<file path="src/rtl/dram_arb_pkg.sv">
package dram_arb_pkg;
  typedef enum logic [1:0] {
    PH_DISP_ROW = 2'd0,
    PH_DISP_COL = 2'd1,
    PH_CPU_ROW  = 2'd2,
    PH_CPU_COL  = 2'd3
  } phase_e;
endpackage

</file>
<file path="src/rtl/arb_phase_ctr.sv">
module arb_phase_ctr
  import dram_arb_pkg::*;
(
  input  logic   clk_i,
  input  logic   rst_ni,
  output phase_e phase_o
);
  phase_e cnt_q;

  always_ff @(posedge clk_i or negedge rst_ni) begin
    if (!rst_ni) cnt_q <= PH_DISP_ROW;
    else         cnt_q <= phase_e'(cnt_q + 2'd1);
  end

  assign phase_o = cnt_q;

  p_wrap_r1: assert property (@(posedge clk_i) disable iff (!rst_ni)
    (cnt_q == PH_CPU_COL) |=> (cnt_q == PH_DISP_ROW));
endmodule

</file>
<file path="src/rtl/arb_disp_sched.sv">
module arb_disp_sched
  import dram_arb_pkg::*;
#(
  parameter int ADDR_W = 16,
  parameter int DATA_W = 16,
  localparam int ROW_W = ADDR_W / 2
) (
  input  logic              clk_i,
  input  logic              rst_ni,
  input  phase_e            phase_i,
  input  logic              vid_req_i,
  input  logic [ADDR_W-1:0] vid_addr_i,
  input  logic [DATA_W-1:0] dram_rdata_i,
  output logic              vid_sel_o,
  output logic [ADDR_W-1:0] vid_addr_q_o,
  output logic [ROW_W-1:0]  ref_row_o,
  output logic              vid_ack_o,
  output logic [DATA_W-1:0] vid_data_o
);
  logic              vid_sel_q;
  logic [ADDR_W-1:0] vaddr_q;
  logic [ROW_W-1:0]  ref_q;
  logic              vack_q;
  logic [DATA_W-1:0] vdata_q;

  // slot owner fixed one clock before the display slot opens
  always_ff @(posedge clk_i or negedge rst_ni) begin
    if (!rst_ni) begin
      vid_sel_q <= 1'b0;
      vaddr_q   <= '0;
    end else if (phase_i == PH_CPU_COL) begin
      vid_sel_q <= vid_req_i;
      vaddr_q   <= vid_addr_i;
    end
  end

  always_ff @(posedge clk_i or negedge rst_ni) begin
    if (!rst_ni) begin
      ref_q   <= '0;
      vack_q  <= 1'b0;
      vdata_q <= '0;
    end else begin
      vack_q <= (phase_i == PH_DISP_COL) && vid_sel_q;
      if (phase_i == PH_DISP_COL) begin
        if (vid_sel_q) vdata_q <= dram_rdata_i;
        else           ref_q   <= ref_q + 1'b1;
      end
    end
  end

  assign vid_sel_o    = vid_sel_q;
  assign vid_addr_q_o = vaddr_q;
  assign ref_row_o    = ref_q;
  assign vid_ack_o    = vack_q;
  assign vid_data_o   = vdata_q;

  p_vack_phase_r11: assert property (@(posedge clk_i) disable iff (!rst_ni)
    vack_q |-> (phase_i == PH_CPU_ROW));
endmodule

</file>
<file path="src/rtl/arb_cpu_port.sv">
module arb_cpu_port
  import dram_arb_pkg::*;
#(
  parameter int ADDR_W = 16,
  parameter int DATA_W = 16
) (
  input  logic              clk_i,
  input  logic              rst_ni,
  input  phase_e            phase_i,
  input  logic              as_i,
  input  logic              dram_i,
  input  logic              we_i,
  input  logic [ADDR_W-1:0] addr_i,
  input  logic [DATA_W-1:0] wdata_i,
  input  logic [DATA_W-1:0] dram_rdata_i,
  output logic              slot_o,
  output logic              we_q_o,
  output logic [ADDR_W-1:0] addr_q_o,
  output logic [DATA_W-1:0] wdata_q_o,
  output logic              ack_o,
  output logic [DATA_W-1:0] rdata_o
);
  logic              slot_q, we_q, done_q;
  logic [ADDR_W-1:0] addr_q;
  logic [DATA_W-1:0] wdata_q, rdata_q;
  logic              grant, slot_end;

  // single decision point: the clock before the processor slot
  assign grant    = (phase_i == PH_DISP_COL) && as_i && dram_i && !done_q && !slot_q;
  assign slot_end = (phase_i == PH_CPU_COL) && slot_q;

  always_ff @(posedge clk_i or negedge rst_ni) begin
    if (!rst_ni) begin
      slot_q  <= 1'b0;
      we_q    <= 1'b0;
      addr_q  <= '0;
      wdata_q <= '0;
    end else if (grant) begin
      slot_q  <= 1'b1;
      we_q    <= we_i;
      addr_q  <= addr_i;
      wdata_q <= wdata_i;
    end else if (slot_end) begin
      slot_q  <= 1'b0;
    end
  end

  always_ff @(posedge clk_i or negedge rst_ni) begin
    if (!rst_ni) begin
      done_q  <= 1'b0;
      rdata_q <= '0;
    end else begin
      if (slot_end && !we_q) rdata_q <= dram_rdata_i;
      if (!as_i)                      done_q <= 1'b0;
      else if (slot_end)              done_q <= 1'b1;
      else if (!dram_i && !done_q)    done_q <= 1'b1;
    end
  end

  assign slot_o    = slot_q;
  assign we_q_o    = we_q;
  assign addr_q_o  = addr_q;
  assign wdata_q_o = wdata_q;
  assign ack_o     = done_q;
  assign rdata_o   = rdata_q;

  p_ack_aligned_r6: assert property (@(posedge clk_i) disable iff (!rst_ni)
    ($rose(done_q) && dram_i) |-> (phase_i == PH_DISP_ROW));
  p_ack_release_r9: assert property (@(posedge clk_i) disable iff (!rst_ni)
    (done_q && !as_i) |=> !done_q);
  p_rdata_hold_r7: assert property (@(posedge clk_i) disable iff (!rst_ni)
    (done_q && $past(done_q)) |-> $stable(rdata_q));
endmodule

</file>
<file path="src/rtl/dram_phase_arb.sv">
module dram_phase_arb
  import dram_arb_pkg::*;
#(
  parameter int ADDR_W = 16,
  parameter int DATA_W = 16,
  localparam int ROW_W = ADDR_W / 2
) (
  input  logic              clk_i,
  input  logic              rst_ni,
  input  logic              cpu_as_i,
  input  logic              cpu_dram_i,
  input  logic              cpu_we_i,
  input  logic [ADDR_W-1:0] cpu_addr_i,
  input  logic [DATA_W-1:0] cpu_wdata_i,
  output logic              cpu_ack_o,
  output logic [DATA_W-1:0] cpu_rdata_o,
  input  logic              vid_req_i,
  input  logic [ADDR_W-1:0] vid_addr_i,
  output logic              vid_ack_o,
  output logic [DATA_W-1:0] vid_data_o,
  output logic              dram_ras_o,
  output logic              dram_cas_o,
  output logic              dram_we_o,
  output logic              dram_col_sel_o,
  output logic [ROW_W-1:0]  dram_addr_o,
  output logic [DATA_W-1:0] dram_wdata_o,
  input  logic [DATA_W-1:0] dram_rdata_i,
  output logic [1:0]        phase_o
);
  phase_e            phase;
  logic              vid_sel, slot, we_q;
  logic [ADDR_W-1:0] vaddr_q, caddr_q;
  logic [ROW_W-1:0]  ref_row;

  arb_phase_ctr u_phase (
    .clk_i   (clk_i),
    .rst_ni  (rst_ni),
    .phase_o (phase)
  );

  arb_disp_sched #(.ADDR_W(ADDR_W), .DATA_W(DATA_W)) u_disp (
    .clk_i        (clk_i),
    .rst_ni       (rst_ni),
    .phase_i      (phase),
    .vid_req_i    (vid_req_i),
    .vid_addr_i   (vid_addr_i),
    .dram_rdata_i (dram_rdata_i),
    .vid_sel_o    (vid_sel),
    .vid_addr_q_o (vaddr_q),
    .ref_row_o    (ref_row),
    .vid_ack_o    (vid_ack_o),
    .vid_data_o   (vid_data_o)
  );

  arb_cpu_port #(.ADDR_W(ADDR_W), .DATA_W(DATA_W)) u_cpu (
    .clk_i        (clk_i),
    .rst_ni       (rst_ni),
    .phase_i      (phase),
    .as_i         (cpu_as_i),
    .dram_i       (cpu_dram_i),
    .we_i         (cpu_we_i),
    .addr_i       (cpu_addr_i),
    .wdata_i      (cpu_wdata_i),
    .dram_rdata_i (dram_rdata_i),
    .slot_o       (slot),
    .we_q_o       (we_q),
    .addr_q_o     (caddr_q),
    .wdata_q_o    (dram_wdata_o),
    .ack_o        (cpu_ack_o),
    .rdata_o      (cpu_rdata_o)
  );

  logic col_phase;
  assign col_phase = phase[0];

  always_comb begin
    dram_ras_o     = 1'b0;
    dram_cas_o     = 1'b0;
    dram_we_o      = 1'b0;
    dram_col_sel_o = 1'b0;
    dram_addr_o    = '0;
    if (!phase[1]) begin
      dram_ras_o = 1'b1;
      if (vid_sel) begin
        dram_cas_o     = col_phase;
        dram_col_sel_o = col_phase;
        dram_addr_o    = col_phase ? vaddr_q[ROW_W-1:0] : vaddr_q[ADDR_W-1 -: ROW_W];
      end else begin
        dram_addr_o    = ref_row;
      end
    end else if (slot) begin
      dram_ras_o     = 1'b1;
      dram_cas_o     = col_phase;
      dram_col_sel_o = col_phase;
      dram_we_o      = we_q;
      dram_addr_o    = col_phase ? caddr_q[ROW_W-1:0] : caddr_q[ADDR_W-1 -: ROW_W];
    end
  end

  assign phase_o = phase;

  p_no_cpu_in_disp_r4: assert property (@(posedge clk_i) disable iff (!rst_ni)
    !phase_o[1] |-> !dram_we_o);
  p_refresh_no_cas_r3: assert property (@(posedge clk_i) disable iff (!rst_ni)
    (!phase_o[1] && !vid_sel) |-> !dram_cas_o);
endmodule

</file>
<file path="config.mk">
export PLATFORM = sky130hd
export DESIGN_NAME = dram_phase_arb
export DESIGN_NICKNAME = d
export VERILOG_FILES = /design/src/rtl/dram_arb_pkg.sv /design/src/rtl/arb_phase_ctr.sv /design/src/rtl/arb_disp_sched.sv /design/src/rtl/arb_cpu_port.sv /design/src/rtl/dram_phase_arb.sv
export SDC_FILE = /design/constraint.sdc
export NUM_CORES = 1
export LEC_CHECK = 0
export ABC_CLOCK_PERIOD_IN_PS = 2100
export BUFFER_PORTS_ARGS = -buffer_cell sky130_fd_sc_hd__buf_2
export CAP_MARGIN = 20
export CORE_MARGIN = 2
export CORE_UTILIZATION = 52
export CTS_BUF_LIST = sky130_fd_sc_hd__clkbuf_4
export DETAILED_ROUTE_END_ITERATION = 10
export PLACE_DENSITY = 0.84
export SYNTH_ARGS = -nofsm -noshare
export SYNTH_HDL_FRONTEND = slang
export SYNTH_SLANG_ARGS = --single-unit
</file>
<file path="constraint.sdc">
create_clock -name clk_i -period 2.1 [get_ports clk_i]
set_input_delay 0.105 -clock clk_i [delete_from_list [all_inputs] [get_ports clk_i]]
set_output_delay 0.105 -clock clk_i [all_outputs]
set_load 0.02 [all_outputs]
</file>
Word-level counts from Yosys, hierarchy flattened
Cells that the tools add are included.
{"block": "word_totals", "ff_bits": 95, "latch_bits": 0, "ram_bits": 0, "mem_bits_ro": 0, "in_bits": 70, "n_memories": 0}
{"block": "classes", "add_sub_neg": 2, "multipliers": 0, "n_div": 0, "n_lt_le_gt_ge": 0, "eq_ne": 3, "shifts": 0, "n_mux": 17, "n_bitwise": 1, "reduce_logical": 15}
{"operator": "two-way mux 8 bit", "count": 5}
{"operator": "two-way mux 1 bit", "count": 12}
{"operator": "adder 8 x 1 -> 8 bit (second input constant)", "count": 1}
{"operator": "logical AND 1 bit", "count": 8}
{"operator": "zero test 1 bit", "count": 4}
{"operator": "AND reduction 2 bit", "count": 2}
{"operator": "!= test 3 x 1 -> 1 bit (second input constant)", "count": 1}
{"operator": "adder 2 x 1 -> 2 bit (second input constant)", "count": 1}
{"operator": "== test 2 x 1 -> 1 bit (second input constant)", "count": 1}
{"operator": "== test 2 bit (second input constant)", "count": 1}
{"operator": "nonzero test 2 bit", "count": 1}
{"operator": "inverter 1 bit", "count": 1}

Longest topological paths before layout
Gate-level depths: netlist (run 1).
{"block": "logic_depth", "word_depth": 6, "mapped_depth": 7, "depth_no_buf": 5}

Hierarchy
From an unflattened synthesis (run 1), not the netlist that was laid out.
{"block": "unflattened", "cells_unflattened": 268, "area_unflattened_um2": 4066.4}
{"module": "arb_cpu_port", "instances": 1, "cells_each": 114, "area_per_inst_um2": 1985.7, "seq_area_each_um2": 1276.2}
{"module": "arb_disp_sched", "instances": 1, "cells_each": 99, "area_per_inst_um2": 1631.6, "seq_area_each_um2": 1051.0}
{"module": "dram_phase_arb", "instances": 1, "cells_each": 51, "area_per_inst_um2": 386.6, "seq_area_each_um2": 0.0}
{"module": "arb_phase_ctr", "instances": 1, "cells_each": 4, "area_per_inst_um2": 62.6, "seq_area_each_um2": 50.0}

Worst setup path before layout (run 1)
No wires, ideal clock.
{"block": "synth_timing", "kind": "reg2reg", "from": "register u_phase.cnt_q[1] (netlist: u_phase.phase_o[1])", "to": "register u_disp.vdata_q[10] (netlist: u_disp.vid_data_o[10])", "arrival_time_ps": 1889, "required_time_ps": 1975, "path_slack_ps": 87, "path_stages_with_launch": 7, "path_buffers": 2, "cell_sequence": "dfrtp_1 -> clkbuf_1 -> inv_1 -> ha_1 -> nand2_1 -> buf_2 -> mux2_2"}
{"block": "synth_between", "elab_chain_cells": 2}
{"element": "start: declaration", "line": "arb_phase_ctr.sv:8", "source": "phase_e cnt_q;"}
{"element": "start signal: assignment", "line": "arb_phase_ctr.sv:12", "source": "else cnt_q <= phase_e'(cnt_q + 2'd1);"}
{"element": "== test 2 x 1 -> 1 bit", "line": "arb_disp_sched.sv:44", "source": "if (phase_i == PH_DISP_COL) begin"}
{"element": "AND reduction 2 bit (no source line)"}
{"element": "end signal: assignment", "line": "arb_disp_sched.sv:45", "source": "if (vid_sel_q) vdata_q <= dram_rdata_i;"}
{"element": "end: declaration", "line": "arb_disp_sched.sv:24", "source": "logic [DATA_W-1:0] vdata_q;"}
Every way passes these cells.
A chain may end at the register's enable or synchronous reset.

Worst setup path in the final report (run 1)
{"block": "layout_timing", "from": "register u_phase.cnt_q[0] (netlist: u_phase.phase_o[0])", "to": "output port dram_addr_o[2]"}
{"block": "layout_between", "elab_chain_cells": 3}
{"element": "two-way mux 8 bit, on equally long branches", "line": "dram_phase_arb.sv:87, dram_phase_arb.sv:96"}
{"element": "two-way mux 8 bit, on equally long branches", "line": "dram_phase_arb.sv:84, dram_phase_arb.sv:91"}
{"element": "two-way mux 8 bit (*)", "line": "dram_phase_arb.sv:82", "source": "if (!phase[1]) begin"}
{"element": "end: declaration", "line": "dram_phase_arb.sv:25", "source": "output logic [ROW_W-1:0] dram_addr_o,"}
Mark *: on every way between the ends. The rest lies on a longest branch, timed or not.

==> results of run 1 <==
==> worst max path at each step <==
stage                     slack (ns)                         start                                end
final                           0.18  u_phase.phase_o[0]$_DFF_PN0_                     dram_addr_o[2]
after global routing            0.07  u_phase.phase_o[0]$_DFF_PN0_                     dram_addr_o[7]
after global placement          0.23  u_phase.phase_o[0]$_DFF_PN0_       u_cpu.rdata_o[3]$_DFFE_PN0P_
after detailed placement        0.22  u_phase.phase_o[0]$_DFF_PN0_       u_cpu.rdata_o[4]$_DFFE_PN0P_
after CTS                       0.06  u_disp.vid_sel_o$_DFFE_PN0P_                     dram_addr_o[7]
after floorplan                 0.09  u_phase.phase_o[1]$_DFF_PN0_  u_disp.vid_data_o[10]$_DFFE_PN0P_
==> cells in the mapped netlist, types with 2 or more instances <==
cell type	number	area (um2)
ha_1	3	37.5
o21ai_0	9	45.0
buf_2	6	30.0
clkbuf_1	2	7.51
nor2_1	9	33.8
xor2_1	3	26.3
buf_6	2	22.5
mux2i_1	16	160
and3_1	2	12.5
mux2_4	10	150
xnor2_1	4	35.0
dfrtp_1	95	2380
buf_4	3	22.5
mux2_2	73	822
a211o_1	8	70.1
inv_1	5	18.8
nand2_1	8	30.0
nor2b_1	2	12.5
==> layer usage <==
metal  GRT usage  wire (um)  part of all wire  vias to the layer above
met5           0          0                 0                        -
met4      0.0983        283             0.029                        0
met3      0.0477        468             0.049                       25
met2       0.435       5150              0.53                      107
met1       0.288       3740              0.39                     1471
li1            -          -                 -                     1359
==> layout make-up <==
cell class	instances	area (um2)
repair buffers	208	1420
clock buffers	10	75.1
flip-flops and latches	95	2380
fillers	470	1790
clock inverters	6	68.8
inverters	5	18.8
multi-input cells	156	1500
well taps	99	124
==> state kept, by name, summed over array words and instances, names as in the netlist <==
name	count
u_disp.vid_addr_q_o	16
u_cpu.slot_o	1
u_phase.phase_o	2
u_cpu.we_q_o	1
u_disp.ref_row_o	8
u_disp.vid_ack_o	1
u_cpu.rdata_o	16
u_cpu.wdata_q_o	16
u_disp.vid_data_o	16
u_cpu.ack_o	1
u_disp.vid_sel_o	1
u_cpu.addr_q_o	16
==> power breakdown <==
group	internal, mW	switching [mW]
sequential	2.11	0.193
clock	0.384	0.612
combinational	0.564	0.560
==> cells in the final DEF (no fill, tap or decap), types with 2 or more instances in the layout <==
cell	n
a211o_1	8
and3_1	2
buf_2	132
buf_4	6
clkbuf_4	10
clkinv_4	2
dfrtp_1	94
dlygate4sd3_1	68
ha_1	3
inv_1	5
mux2_2	73
mux2_4	10
mux2i_1	16
nand2_1	8
nor2_1	9
nor2b_1	2
o21ai_0	9
xnor2_1	4
xor2_1	3
==> worst register-to-register path, stage by stage, from the launching register on <==
cell	delay, ns
dfrtp_1	0.42
ha_1	0.22
nand2_2	0.07
or2_1	0.66
mux2_2	0.42
==> cells by family (layout without fill, tap and decap cells) <==
group / after synthesis / count (layout) / synth area share
compound gates: 19 / 19 / 0.0319
xor+xnor: 7 / 7 / 0.0153
fa+ha+maj: 3 / 3 / 0.00938
buf+inv: 19 / 229 / 0.0303
flops: 95 / 95 / 0.594
mux: 99 / 99 / 0.283
simple gates: 28 / 28 / 0.0357
==> timing repair <==
item                                   CTS  global route
endpoints found under the hold margin  134             0
gates resized for setup                  0             2
setup endpoints to repair                0             8
setup buffers                            0             0
hold buffers                            68             0
==> metrics.csv, run 1 <==
metric,value,unit
run status,completed,
ANT nets after route,0,
final non-filler cell area,0.00558,mm2
fraction of the yosys area taken by sequential cells,0.594,
count of vias placed by the detailed router,2962,
Core Box Area,0.00737,mm2
clock buffers created by TritonCTS,9,
number of iterations in the first detailed-routing pass,4,
arrival time reported for the critical path endpoint,1.82,ns
Hold Fails Final Rpt,0,
root buffer selected by CTS,clkbuf_4,
post-route clock skew,0.0181,ns
crit path max-delay cell type,dfrtp_1,
clock period minus worst slack,1.92,ns
cell area power density,792,mW/mm2
layout overhead on the synthesized area,39.6,%
flip-flop and latch count after synthesis,95,
clk_lat worst skew,0.43,ns
post-route worst hold slack,0.0839,ns
vias in the first global route,3260,
Relative slew margins,0.427,
Layout Utilization,0.758,
number of rows created at floorplan,31,
Port Buffer Count,133,
required time worst endpoint,2.00,ns
total global routing track utilization,0.243,
Worst R2R Path Depth,4,
Die Outline Area,0.00841,mm2
cell-by-cell trace of the critical path,"buf_6, mux2i_1, a211o_1, o21ai_0, buf_2",
startpoint type of the worst setup path,flip-flop,
end of the worst register-to-register path,u_cpu.rdata_o[15]$_DFFE_PN0P_,
critical hold path startpoint,cpu_dram_i,
number of maximum-capacitance constraint violations,0,
"Cell Area, Synth",0.00400,mm2
nature of the critical path endpoint,output pin,
layout cells sized above 1,0.504,
Yosys Warn Count,0,
WL per Instance,16.7,um
biggest cell delay along the critical path,0.39,ns
post-placement cell area,0.00475,mm2
clock slew at reported path FFs,0.16,ns
R2R Setup Slk,0.23,ns
kind of critical path,reg -> out,
Final #Nets,548,
die width,91.7,um
global-route wire length before repair,15.8,mm
CP Depth,5,
Worst path top cell family by delay,buffers and inverters,
final routed wirelength across all metal layers,9.65,mm
overflow left after global routing,0,
initial core utilization,0.543,
RSZ-0062 raised after global routing,no,
maximum count of clock buffers along a single path,2,
initial antenna violation count,0,
number of flops mapped to enable cells by yosys,0,
clk sink count,95,
aggregate negative setup slack,0,ns
number of unique standard cell types used by synthesis,28,
worst hold path cell count,3,
Place WS,0.218,ns
Worst VDD drop,0.468,mV
Cells after Synth,270,
count of H-tree levels built during CTS,3,
number of DRC markers after the initial detailed-route iteration,111,
maximum clock frequency,520,MHz
number of top-level design ports,134,
final non-filler cell total,579,
clock tree from TritonCTS,done,
power consumption,4.42,mW
path category of the worst min-delay check,in -> reg,
HPWL after detailed placement,5.98,mm
worst path buffer plus inverter count,2,
post-route fraction of the period consumed by the critical path,0.916,
leakage component of the power,2.82,nW
setup ws final,0.175,ns
maximum number of pins on one net before global-route repair,54,
top fanout value on the critical path,19,
slew at the pin closest to its max-slew limit,0.860,ns
total instance count after detailed placement,495,
final-report max-slew violation count,0,
post-synthesis async set-or-reset flop share,1.00,
Inserted Diodes,0,
DRC errors left,0,
Syn Area/Cell,14.8,um2
"Primary FF master, synth",dfrtp_1,
Setup Viol. Count Final,0,
WHS Endpoint,u_cpu.ack_o$_DFFE_PN0P_,
worst reg2reg startpoint,u_phase.phase_o[0]$_DFF_PN0_,
floorplan die height,91.7,um
GPL Wtd Cong,0.802,
net count of the mapped netlist,343,
Via density,5.12,
No activity file was read; power rests on OpenSTA's default activity.
==> run 2: changes to the inputs <==
Settings changed: CORE_MARGIN 2 to not set, CTS_CLUSTER_DIAMETER set to 60.
==> run 2 against run 1 <==
Clock power barely moved. Die area fell by 4.3%. Critical path depth did not move. Utilization rose by 0.73 points. Global-route usage rose by 2.3 points. Register-to-register slack improved by 0.29 ns. Clock skew rose by 0.0060 ns. Via count rose by 0.24%. Highest routed layer unchanged. First-iteration DRC count rose by 37%. Critical endpoint unchanged. Clock-buffer cell count fell by 1. Worst setup slack got worse by 0.012 ns. Critical path type unchanged. Largest cell class unchanged. Final cell count rose by 0.17%.
==> metrics.csv, run 2 (synthesis results as in run 1) <==
metric,value,unit,change
Via density,5.12,,about the same
biggest cell delay along the critical path,0.45,ns,+0.06 ns
GPL Wtd Cong,0.782,,-2.5%
Worst path top cell family by delay,flip-flops,,
die width,89.7,um,-2.2%
DR WL met2,5.20,mm,+0.95%
initial core utilization,0.546,,+0.00287
number of top-level design ports,134,,unchanged
slew at the pin closest to its max-slew limit,0.632,ns,-0.228 ns
HPWL after detailed placement,6.12,mm,+2.3%
post-route worst hold slack,0.0552,ns,-0.0287 ns
number of iterations in the first detailed-routing pass,4,,unchanged
root buffer selected by CTS,clkbuf_4,,
clk_lat worst skew,0.45,ns,+0.02 ns
cell-by-cell trace of the critical path,"buf_6, mux2i_1, a211o_1, o21ai_0, buf_2",,
Setup Viol. Count Final,0,,unchanged
total global routing track utilization,0.267,,+0.0235
maximum clock frequency,516,MHz,-0.61%
post-route fraction of the period consumed by the critical path,0.922,,+0.00564
clk sink count,95,,unchanged
Inserted Diodes,0,,unchanged
number of rows created at floorplan,31,,unchanged
run status,completed,,
most used cells in the layout excluding fill and tap cells,"buf_2 (132), dfrtp_1 (94), mux2_2 (73)",,
clock tree from TritonCTS,done,,
worst path buffer plus inverter count,2,,unchanged
path category of the worst min-delay check,in -> reg,,
met3 WL,435,um,-7.1%
layout cells sized above 1,0.505,,+0.00103
overflow left after global routing,0,,unchanged
"commonest non-fill, non-tap cell in the layout",buf_2,,
floorplan die height,89.7,um,-2.2%
wire length the detailed router placed on met1,3.87,mm,+3.4%
clock slew at reported path FFs,0.16,ns,about the same
total instance count after detailed placement,496,,+0.20%
clock period minus worst slack,1.94,ns,+0.0118 ns
RSZ-0062 raised after global routing,no,,
kind of critical path,reg -> out,,
cell area power density,790,mW/mm2,-0.25%
startpoint type of the worst setup path,flip-flop,,
final non-filler cell total,580,,+0.17%
initial antenna violation count,0,,unchanged
number of DRC markers after the initial detailed-route iteration,152,,+37%
maximum number of pins on one net before global-route repair,50,,-7.4%
maximum count of clock buffers along a single path,2,,unchanged
uppermost routed layer,met4,,
top fanout value on the critical path,11,,-8
ANT nets after route,0,,unchanged
final routed wirelength across all metal layers,9.81,mm,+1.6%
count of H-tree levels built during CTS,3,,unchanged
clock buffers created by TritonCTS,9,,unchanged
post-route clock skew,0.0241,ns,+0.00601 ns
number of maximum-capacitance constraint violations,0,,unchanged
nature of the critical path endpoint,output pin,,
Relative slew margins,0.579,,+0.152
global-route wire length before repair,16.5,mm,+4.0%
WL per Instance,16.9,um,+1.5%
required time worst endpoint,2.00,ns,about the same
final-report max-slew violation count,0,,unchanged
DRC errors left,0,,unchanged
arrival time reported for the critical path endpoint,1.83,ns,about the same
aggregate negative setup slack,0,ns,unchanged
crit path max-delay cell type,dfrtp_1,,
leakage component of the power,2.83,nW,+0.34%
Core Box Area,0.00733,mm2,-0.53%
Worst VDD drop,0.487,mV,+4.2%
Die Outline Area,0.00805,mm2,-4.3%
vias in the first global route,3204,,-1.7%
layout overhead on the synthesized area,40.2,%,
Hold Fails Final Rpt,0,,unchanged
Port Buffer Count,133,,unchanged
Final #Nets,549,,+0.18%
count of vias placed by the detailed router,2969,,+0.24%
## run 2: cell types whose count changed in the layout (fill, tap and decap cells not counted)
cell,before,now
buf_12,1,2
clkbuf_4,10,9
inv_8,0,1
## run 2: what timing repair did
item                                    4_1_cts  5_1_grt
setup buffers                                 0        0
hold endpoints to repair                    131        0
endpoints found under the setup margin        0        5
resized for setup                             0        2
hold buffers                                 68        0
## run 2: layer usage
layer	vias to the layer above	track usage
li1	1368	-
met4	0	0.108
met3	25	0.0626
met2	105	0.469
met5	-	0
met1	1471	0.316
## run 2: worst paths after layout
path / from / endpoint / slack (ns) / cells after the start
max in group asynchronous: rst_ni / u_disp.vid_addr_q_o[7]$_DFFE_PN0P_ / 1.20 / 3
setup reg to reg: u_phase.phase_o[0]$_DFF_PN0_ / u_cpu.rdata_o[1]$_DFFE_PN0P_ / 0.52 / 5
setup / recovery: u_phase.phase_o[0]$_DFF_PN0_ / dram_addr_o[2] / 0.16 / 5
min in group asynchronous: rst_ni / u_cpu.rdata_o[8]$_DFFE_PN0P_ / 0.19 / 2
hold reg to reg: u_cpu.addr_q_o[8]$_DFFE_PN0P_ / u_cpu.addr_q_o[8]$_DFFE_PN0P_ / 0.52 / 1
hold / removal: cpu_dram_i / u_cpu.ack_o$_DFFE_PN0P_ / 0.06 / 3
## run 2: layout make-up
class	instances	area, um2
fill	449	1720
sequential	95	2380
clock inverter	7	80.1
timing repair buffer	209	1440
inverter	5	18.8
clock buffer	9	67.6
tap	99	124
multi-input combinational	156	1500
## run 2: power by group
part | total (mW) | internal [mW] | switching, mW
Combinational | 1.12 | 0.565 | 0.554
Sequential | 2.29 | 2.11 | 0.187
Clock | 1.02 | 0.378 | 0.638
## run 2: through the flow
step / worst slack [ns] / utilization / total power [mW] / cell area (um2)
after global routing: 0.0479 / 0.765 / 4.67 / 5610
after CTS: 0.0793 / 0.764 / 4.44 / 5600
final: 0.164 / 0.765 / 4.43 / 5610
after floorplan: 0.0866 / - / 2.93 / 4000
after global placement: 0.570 / 0.651 / 3.29 / 4770
after detailed placement: 0.526 / 0.651 / 3.34 / 4770
## run 2: worst min-delay path, cell delays in order
cell and delay (ns):
buf_2 0.07, nor2b_1 0.17, a21boi_0 0.13
==> run 3: changes to the inputs <==
Settings changed: ABC_CLOCK_PERIOD_IN_PS 2100 to 1600, CORE_UTILIZATION 52 to 47, PLACE_DENSITY 0.84 to 0.8.
Clock period 2.1 ns to 1.6 ns, I/O delays scaled along.
==> run 3 against run 2 <==
Sequential power up 32%. The flow now finishes with violations (setup timing). Clock power up 37%. Utilization down 4.3 points.
==> metrics.csv, run 3 (synthesis results as in run 1) <==
metric,value,unit,change
"commonest non-fill, non-tap cell in the layout",buf_2,,
post-placement cell area,0.00486,mm2,+1.7%
Worst VDD drop,0.689,mV,+41%
clk_lat worst skew,0.44,ns,about the same
clock period minus worst slack,1.77,ns,
number of rows created at floorplan,33,,+6.5%
number of iterations in the first detailed-routing pass,4,,unchanged
Core Box Area,0.00822,mm2,+12%
final routed wirelength across all metal layers,10.2,mm,+3.8%
required time worst endpoint,1.52,ns,-0.48 ns
RSZ-0062 raised after global routing,yes,,
total global routing track utilization,0.237,,-0.0303
number of top-level design ports,134,,unchanged
overflow left after global routing,0,,unchanged
post-route worst hold slack,0.112,ns,+0.0573 ns
DRC errors left,0,,unchanged
vias in the first global route,3188,,-0.50%
part of the total power dissipated in combinational logic,0.265,,+0.012
failing checks,setup timing,,
path category of the worst min-delay check,in -> async,,
leakage component of the power,2.97,nW,+5.0%
nature of the critical path endpoint,output pin,,
total instance count after detailed placement,504,,+1.6%
clock share of power,0.232,,+0.003
maximum clock frequency,565,MHz,
aggregate negative setup slack,-2.28,ns,-2.28 ns
Register Area,0.00238,mm2,+0.11%
die width,94.3,um,+5.1%
global-route wire length before repair,15.6,mm,-5.2%
arrival time reported for the critical path endpoint,1.69,ns,-0.14 ns
net switching component of the power,1.81,mW,+31%
Hold Fails Final Rpt,0,,unchanged
Layout fillers,504,,+12%
cell area power density,1010,mW/mm2,+28%
switching portion of total power,0.300,,-0.0110
number of maximum-capacitance constraint violations,0,,unchanged
count of H-tree levels built during CTS,3,,unchanged
area taken by multi-input logic gates,0.00158,mm2,+5.3%
root buffer selected by CTS,clkbuf_4,,
maximum count of clock buffers along a single path,2,,unchanged
top fanout value on the critical path,5,,-6
WL per Instance,17.0,um,+0.31%
clk sink count,95,,unchanged
HPWL after detailed placement,5.97,mm,-2.4%
layout cells sized above 1,0.547,,+0.0414
Relative slew margins,0.724,,+0.145
floorplan die height,94.3,um,+5.1%
initial core utilization,0.487,,-0.0588
final non-filler cell area,0.00593,mm2,+5.8%
post-route fraction of the period consumed by the critical path,1.11,,
final non-filler cell total,600,,+3.4%
Die Outline Area,0.00888,mm2,+10%
count of vias placed by the detailed router,3071,,+3.4%
GPL Wtd Cong,0.761,,-2.7%
number of DRC markers after the initial detailed-route iteration,97,,-36%
Setup Viol. Count Final,27,,+27
power consumption,6.01,mW,+36%
post-route clock skew,0.0120,ns,-0.0121 ns
clock tree from TritonCTS,done,,
Via density,5.12,,about the same
Final #Nets,564,,+2.7%
ANT nets after route,0,,unchanged
clock buffers created by TritonCTS,9,,unchanged
run status,"complete, but fails checks",,
internal cell power,4.21,mW,+38%
sequential power share,0.503,,-0.015
maximum number of pins on one net before global-route repair,35,,-30%
Port Buffer Count,133,,unchanged
most used cells in the layout excluding fill and tap cells,"buf_2 (123), dfrtp_1 (92), dlygate4sd3_1 (68)",,
clock slew at reported path FFs,0.14,ns,-0.02 ns
layout overhead on the synthesized area,48.4,%,
initial antenna violation count,0,,unchanged
setup ws final,-0.170,ns,-0.334 ns
slew at the pin closest to its max-slew limit,0.414,ns,-0.218 ns
startpoint type of the worst setup path,flip-flop,,
kind of critical path,reg -> out,,
final-report max-slew violation count,0,,unchanged
## run 3: per-layer routing
layer,vias to the layer above,GRT usage,part of all wire
li1,1394,-,-
met1,1544,0.283,0.41
met2,104,0.408,0.52
met3,29,0.0518,0.041
met4,0,0.104,0.029
met5,-,0,0
## run 3: worst paths after layout
path | start | end | slack, ns | cells past startpoint
worst min register to register | u_cpu.wdata_q_o[12]$_DFFE_PN0P_ | u_cpu.wdata_q_o[12]$_DFFE_PN0P_ | 0.52 | 1
min in group clk_i | cpu_dram_i | u_cpu.ack_o$_DFFE_PN0P_ | 0.12 | 3
worst max register to register | u_phase.phase_o[0]$_DFF_PN0_ | u_cpu.rdata_o[8]$_DFFE_PN0P_ | -0.09 | 7
worst min-delay path | rst_ni | u_cpu.rdata_o[13]$_DFFE_PN0P_ | 0.11 | 2
max in group asynchronous | rst_ni | u_phase.phase_o[1]$_DFF_PN0_ | 0.95 | 3
worst max-delay path | u_disp.vid_sel_o$_DFFE_PN0P_ | dram_addr_o[3] | -0.17 | 5
## run 3: stage by stage
| stage | setup WS [ns] | util |
|---|---|---|
| finish | -0.170 | 0.722 |
| global route | -0.240 | 0.722 |
| CTS | -0.173 | 0.711 |
| detailed placement | 0.0222 | 0.591 |
| global placement | 0.0796 | 0.591 |
| floorplan | -0.0650 | - |
## run 3: what timing repair did
| action | CTS | global route |
|---|---|---|
| hold buffers | 68 | 0 |
| gates cloned | 0 | 1 |
| endpoints found under the hold margin | 178 | 0 |
| setup endpoints to repair | 11 | 61 |
| gates resized for setup | 40 | 8 |
| pin swaps | 8 | 0 |
| setup buffers | 8 | 5 |
## run 3: critical path: stages (launching register included)
cell and delay, ns:
dfrtp_2 0.45, buf_6 0.14, buf_4 0.13, a211o_1 0.30, o21ai_0 0.07, buf_4 0.17
## run 3: final cells by class
| cell class | instances | share of cell area |
|---|---|---|
| multi-input cells | 156 | 0.266 |
| repair buffers | 224 | 0.281 |
| clock buffers | 9 | 0.0114 |
| diodes | 1 | 0.000422 |
| well taps | 105 | 0.0221 |
| inverters | 5 | 0.00316 |
| clock inverters | 5 | 0.0141 |
| flip-flops and latches | 95 | 0.401 |
## run 3: power by group through the flow
stage / sequential [mW] / combinational (mW) / clock [mW]
floorplan: 3.27 / 0.587 / 0
global placement: 3.02 / 1.31 / 0
detailed placement: 3.04 / 1.36 / 0
CTS: 3.00 / 1.56 / 1.44
global route: 3.07 / 1.71 / 1.53
finish: 3.02 / 1.59 / 1.40
